## src/rtl/dec4221_pkg.sv

```systemverilog
package dec4221_pkg;

    localparam int DIG_BITS = 4;

    // Value of a 4221 digit (weights 4,2,2,1), always 0..9
    function automatic logic [3:0] val4221(input logic [3:0] d);
        logic [3:0] v;
        v = {1'b0, d[3], 2'b00} + {2'b00, d[2], 1'b0}
          + {2'b00, d[1], 1'b0} + {3'b000, d[0]};
        return v;
    endfunction

    // Canonical 5211 code (bit 3 weight 5, bits 2..0 weights 2,1,1)
    function automatic logic [3:0] code5211(input logic [3:0] v);
        logic       hi;
        logic [3:0] r;
        logic [2:0] lo;
        hi = (v >= 4'd5);
        r  = hi ? (v - 4'd5) : v;
        unique case (r)
            4'd0:    lo = 3'b000;
            4'd1:    lo = 3'b001;
            4'd2:    lo = 3'b100;
            4'd3:    lo = 3'b101;
            default: lo = 3'b111;
        endcase
        return {hi, lo};
    endfunction

endpackage

```

## src/rtl/dec_csa_digit.sv

```systemverilog
module dec_csa_digit
    import dec4221_pkg::*;
(
    input  logic [3:0] a_dig,
    input  logic [3:0] b_dig,
    input  logic [3:0] c_dig,
    output logic [3:0] s_dig,
    output logic [3:0] h_dig
);

    always_comb begin
        for (int k = 0; k < DIG_BITS; k++) begin
            s_dig[k] = a_dig[k] ^ b_dig[k] ^ c_dig[k];
            h_dig[k] = (a_dig[k] & b_dig[k]) | (a_dig[k] & c_dig[k])
                     | (b_dig[k] & c_dig[k]);
        end

        csa_identity_chk: assert (int'(val4221(a_dig)) + int'(val4221(b_dig))
                                  + int'(val4221(c_dig))
                                  == int'(val4221(s_dig)) + 2 * int'(val4221(h_dig)));
    end

endmodule

```

## src/rtl/dec_x2_digit.sv

```systemverilog
module dec_x2_digit
    import dec4221_pkg::*;
(
    input  logic [3:0] h_dig,
    input  logic       cy_in,
    output logic [3:0] q_dig,
    output logic       cy_out
);

    logic [3:0] rec;

    always_comb begin
        rec    = code5211(val4221(h_dig));
        cy_out = rec[3];
        q_dig  = {rec[2:0], cy_in};

        x2_identity_chk: assert (2 * int'(val4221(h_dig)) + int'(cy_in)
                                 == 10 * int'(cy_out) + int'(val4221(q_dig)));
    end

endmodule

```

## src/rtl/dec_csa_row.sv

```systemverilog
module dec_csa_row #(
    parameter int NDIG = 17
) (
    input  logic [4*NDIG-1:0] a_row,
    input  logic [4*NDIG-1:0] b_row,
    input  logic [4*NDIG-1:0] c_row,
    output logic [4*NDIG-1:0] s_row,
    output logic [4*NDIG-1:0] d_row,
    output logic              top_cy
);

    logic [NDIG:0]     cy;
    logic [4*NDIG-1:0] h_row;

    assign cy[0]  = 1'b0;
    assign top_cy = cy[NDIG];

    for (genvar i = 0; i < NDIG; i++) begin : g_col
        dec_csa_digit u_csa (
            .a_dig (a_row[4*i +: 4]),
            .b_dig (b_row[4*i +: 4]),
            .c_dig (c_row[4*i +: 4]),
            .s_dig (s_row[4*i +: 4]),
            .h_dig (h_row[4*i +: 4])
        );
        dec_x2_digit u_x2 (
            .h_dig  (h_row[4*i +: 4]),
            .cy_in  (cy[i]),
            .q_dig  (d_row[4*i +: 4]),
            .cy_out (cy[i+1])
        );
    end

endmodule

```

## src/rtl/dec4221_to_8421.sv

```systemverilog
module dec4221_to_8421
    import dec4221_pkg::*;
#(
    parameter int NDIG = 17
) (
    input  logic [4*NDIG-1:0] d4221,
    output logic [4*NDIG-1:0] d8421
);

    for (genvar i = 0; i < NDIG; i++) begin : g_dig
        assign d8421[4*i +: 4] = val4221(d4221[4*i +: 4]);
    end

endmodule

```

## src/rtl/dec4221_tree62.sv

```systemverilog
module dec4221_tree62 #(
    parameter int DIGITS = 16
) (
    input  logic [4*DIGITS-1:0]     row0,
    input  logic [4*DIGITS-1:0]     row1,
    input  logic [4*DIGITS-1:0]     row2,
    input  logic [4*DIGITS-1:0]     row3,
    input  logic [4*DIGITS-1:0]     row4,
    input  logic [4*DIGITS-1:0]     row5,
    output logic [4*(DIGITS+1)-1:0] sum_row,
    output logic [4*(DIGITS+1)-1:0] dbl_row,
    output logic [4*(DIGITS+1)-1:0] sum_bcd,
    output logic [4*(DIGITS+1)-1:0] dbl_bcd
);

    localparam int ODIG = DIGITS + 1;
    localparam int OW   = 4 * ODIG;
    localparam int NIN  = 6;
    localparam int NLVL = 4;

    logic [OW-1:0] ext [NIN];
    logic [OW-1:0] s1a, d1a, s1b, d1b, s2, d2, s3, d3;
    logic [NLVL-1:0] lost;

    assign ext[0] = {4'b0000, row0};
    assign ext[1] = {4'b0000, row1};
    assign ext[2] = {4'b0000, row2};
    assign ext[3] = {4'b0000, row3};
    assign ext[4] = {4'b0000, row4};
    assign ext[5] = {4'b0000, row5};

    // level 1: six rows to four
    dec_csa_row #(.NDIG(ODIG)) u_l1a (
        .a_row(ext[0]), .b_row(ext[1]), .c_row(ext[2]),
        .s_row(s1a), .d_row(d1a), .top_cy(lost[0]));
    dec_csa_row #(.NDIG(ODIG)) u_l1b (
        .a_row(ext[3]), .b_row(ext[4]), .c_row(ext[5]),
        .s_row(s1b), .d_row(d1b), .top_cy(lost[1]));
    // level 2: four rows to three
    dec_csa_row #(.NDIG(ODIG)) u_l2 (
        .a_row(s1a), .b_row(s1b), .c_row(d1a),
        .s_row(s2), .d_row(d2), .top_cy(lost[2]));
    // level 3: three rows to two
    dec_csa_row #(.NDIG(ODIG)) u_l3 (
        .a_row(s2), .b_row(d1b), .c_row(d2),
        .s_row(s3), .d_row(d3), .top_cy(lost[3]));

    assign sum_row = s3;
    assign dbl_row = d3;

    dec4221_to_8421 #(.NDIG(ODIG)) u_cv_sum (.d4221(s3), .d8421(sum_bcd));
    dec4221_to_8421 #(.NDIG(ODIG)) u_cv_dbl (.d4221(d3), .d8421(dbl_bcd));

    always_comb begin

        no_top_loss_chk: assert (lost == '0);

        lsb_clear_chk: assert (dbl_row[0] == 1'b0);
    end

endmodule

```

## config.mk

```make
export PLATFORM = sky130hd
export DESIGN_NAME = dec4221_tree62
export DESIGN_NICKNAME = d
export VERILOG_FILES = /design/src/rtl/dec4221_pkg.sv /design/src/rtl/dec_csa_digit.sv /design/src/rtl/dec_x2_digit.sv /design/src/rtl/dec_csa_row.sv /design/src/rtl/dec4221_to_8421.sv /design/src/rtl/dec4221_tree62.sv
export SDC_FILE = /design/constraint.sdc
export NUM_CORES = 1
export LEC_CHECK = 0
export ABC_AREA = 1
export BUFFER_PORTS_ARGS = -buffer_cell sky130_fd_sc_hd__buf_2
export CAP_MARGIN = 20
export CORE_AREA = 2 2 255 257
export DETAILED_ROUTE_END_ITERATION = 16
export DIE_AREA = 0 0 257 259
export GPL_TIMING_DRIVEN = 0
export PLACE_DENSITY = 0.5
export SYNTH_ARGS = -nofsm -noshare
export SYNTH_HDL_FRONTEND = slang
export SYNTH_SLANG_ARGS = --single-unit
```

## constraint.sdc

```tcl
create_clock -name vclk -period 13.69
set_input_delay 2.738 -clock vclk [all_inputs]
set_output_delay 2.738 -clock vclk [all_outputs]
set_load 0.02 [all_outputs]
```

==> flow_metrics.py <==
metrics = {
    "yosys": {
        "yosysTopAreaCellShare_pct": 34.62,
        "post_synth_most_frequent_cells": "inv_1 (557), nand2_1 (350), fa_1 (306)",
        "yosysTopAreaCell": "fa_1",
        "ys_types": 26,
        "yosys_warnings": 0,
        "netlist_area_sq_mm": 0.01770,
        "netlist_instances": 2259,
        "yosys-top-cells-area": "fa_1 (35%), ha_1 (21%), inv_1 (12%)",
        "synth_area_per_cell_sq_um": 7.834,
        "yosysMostFrequentCell": "inv_1",
        "synth_seq_area_share_pct": 0,
    },
    "sta": {
        "drv_slew": 0,
        "relSlewSlack_pct": 59.68,
        "tightest_slew_ns": 0.6049,
        "hold_viol": 0,
        "finalSetupViolCount": 0,
        "post-route-min-period_ns": 12.43,
        "clock.fmax_mhz": 80.44,
        "post-route-period-util_pct": 90.81,
        "rsz0062_at_grt": "no",
        "setup-tns-final_ns": 0,
    },
    "floorplanning": {
        "die-area_sq_mm": 0.06656,
        "rows": 93,
        "ioPinCount": 656,
        "initial_core_util_pct": 27.70,
        "die_h_microns": 259,
        "core_sq_mm": 0.06388,
        "die_x_microns": 257,
    },
    "final_layout": {
        "area_growth_pct": 24.49,
        "design.seq.count": 0,
        "n_clock_buffer": 0,
        "num-nets-final": 3900,
        "seq_area_sq_um": 0,
        "drive_gt1_share_pct": 28.00,
        "diodes": 0,
        "nFillCells": 6841,
        "multi_input_area_sq_mm": 0.01506,
    },
    "critical_path": {
        "critPathCaptureType": "primary output",
        "crit_buf_inv": 10,
        "max_stage_delay_ns": 0.46,
        "criticalPathCategory": "input pin to primary output",
        "crit_arrival_ns": 9.69,
        "startpoint_type": "input pin",
        "path_delay_family": "adder cells",
        "required_ns": 10.95,
        "path_common_cell": "inv_1",
        "critPathSlowestCell": "fa_1",
        "worst-path-max-fanout": 6,
    },
    "global_routing": {
        "grt_pass1_wl_microns": 78450,
        "grt_max_degree": 7,
        "grt-ovfl-total": 0,
        "antenna_found_initial": 0,
        "grt_pass1_vias": 15840,
        "track_usage_pct": 14.27,
    },
    "route": {
        "drc": 0,
        "viasPerCell": 4.183,
        "final_antenna_net_count": 0,
        "num_vias": 15770,
        "drtPass1Iterations": 5,
        "drt_iter0_markers": 414,
        "wire_per_inst_microns": 12.94,
        "drt-total-wl_microns": 48780,
    },
    "min_path": {
        "hp-start": "row5[0]",
        "holdPathEnd": "sum_bcd[0]",
        "hp-class": "input pin to primary output",
        "holdPathStages": 4,
    },
    "place": {
        "hpwl_microns": 47160,
        "port_buffers": 644,
        "gp_congestion": 0.8484,
    },
    "clock_network": {
        "cts_setup_buffers": 0,
        "hold_buffers": 0,
        "ctsResizeCount": 0,
    },
    "job": {
        "max_cap_violations": 0,
    },
    "outcome": {
        "status": "completed",
    },
}
==> worst max path at each step <==
stage / endpoint / startpoint / depth (start not counted) / slack (ns)
after floorplan: dbl_bcd[37] / row0[37] / 36 / 2.01
after global placement: dbl_bcd[29] / row2[29] / 38 / 1.08
after detailed placement: dbl_bcd[29] / row0[30] / 36 / 1.13
after CTS: dbl_bcd[29] / row0[30] / 36 / 1.13
after global routing: dbl_bcd[30] / row0[29] / 38 / 0.61
final: dbl_row[30] / row0[30] / 36 / 1.26
==> logic make-up (layout without fill, tap and decap cells) <==
logic type,count (synthesis),count (layout),share of synthesized area (%)
AOI/OAI and AO/OA,282,282,9.227
buffers and inverters,635,1279,15.12
and+or+nand+nor,694,694,17.27
other,1,12,0.02119
adders and majority gates,600,600,55.40
xor gates and xnor gates,47,47,2.962
==> per-layer routing <==
metal	wire length (microns)	vias up	part of all wire [%]	global-route usage, %
met2	26080	345	53	28.22
met3	1753	8	3.6	0.8787
met5	0	-	0	0
met1	20690	7213	42	17.63
li1	-	8200	-	-
met4	250	0	0.51	0.6460
==> tightest hold or removal path, cell delays in order <==
cell,delay [ns]
buf_2,0.09
fa_1,0.15
ha_1,0.13
buf_2,0.16
==> per-stage QoR <==
stage	utilization, %	setup WS (ns)	cells	hold slack (ns)	area [sq um]
floorplan	-	2.006	2270	5.842	17740
global placement	34.49	1.077	3769	6.018	22030
detailed placement	34.49	1.126	3769	6.011	22030
CTS	34.49	1.126	3769	6.014	22030
global route	34.49	0.6101	3769	6.047	22030
finish	34.49	1.258	3769	6.003	22030
==> placed cells by master (no fill, tap or decap) <==
master,instances
buf_2,644
inv_1,557
nand2_1,350
fa_1,306
ha_1,294
nor2_1,138
nand3_1,124
o21ai_0,97
a21oi_1,80
buf_4,78
o22ai_1,57
xor2_1,32
nand2_2,31
a21o_1,23
nor2_2,23
nor2_4,18
o211ai_1,17
xor2_2,15
conb_1,12
o21bai_1,4
nor3_1,3
o21bai_4,2
or2_2,2
nand4_1,2
a21boi_2,2
and2_1,2
nand3_2,1
==> cell type report <==
type,instances,area share [%]
Multi-Input combinational cell,1635,68.37
Tap cell,855,4.856
Inverter,557,9.490
Timing Repair Buffer,644,14.63
Buffer,78,2.658
Power is not shown: default switching activity piles up to over one toggle a cycle in this logic, so the estimate is an artifact.
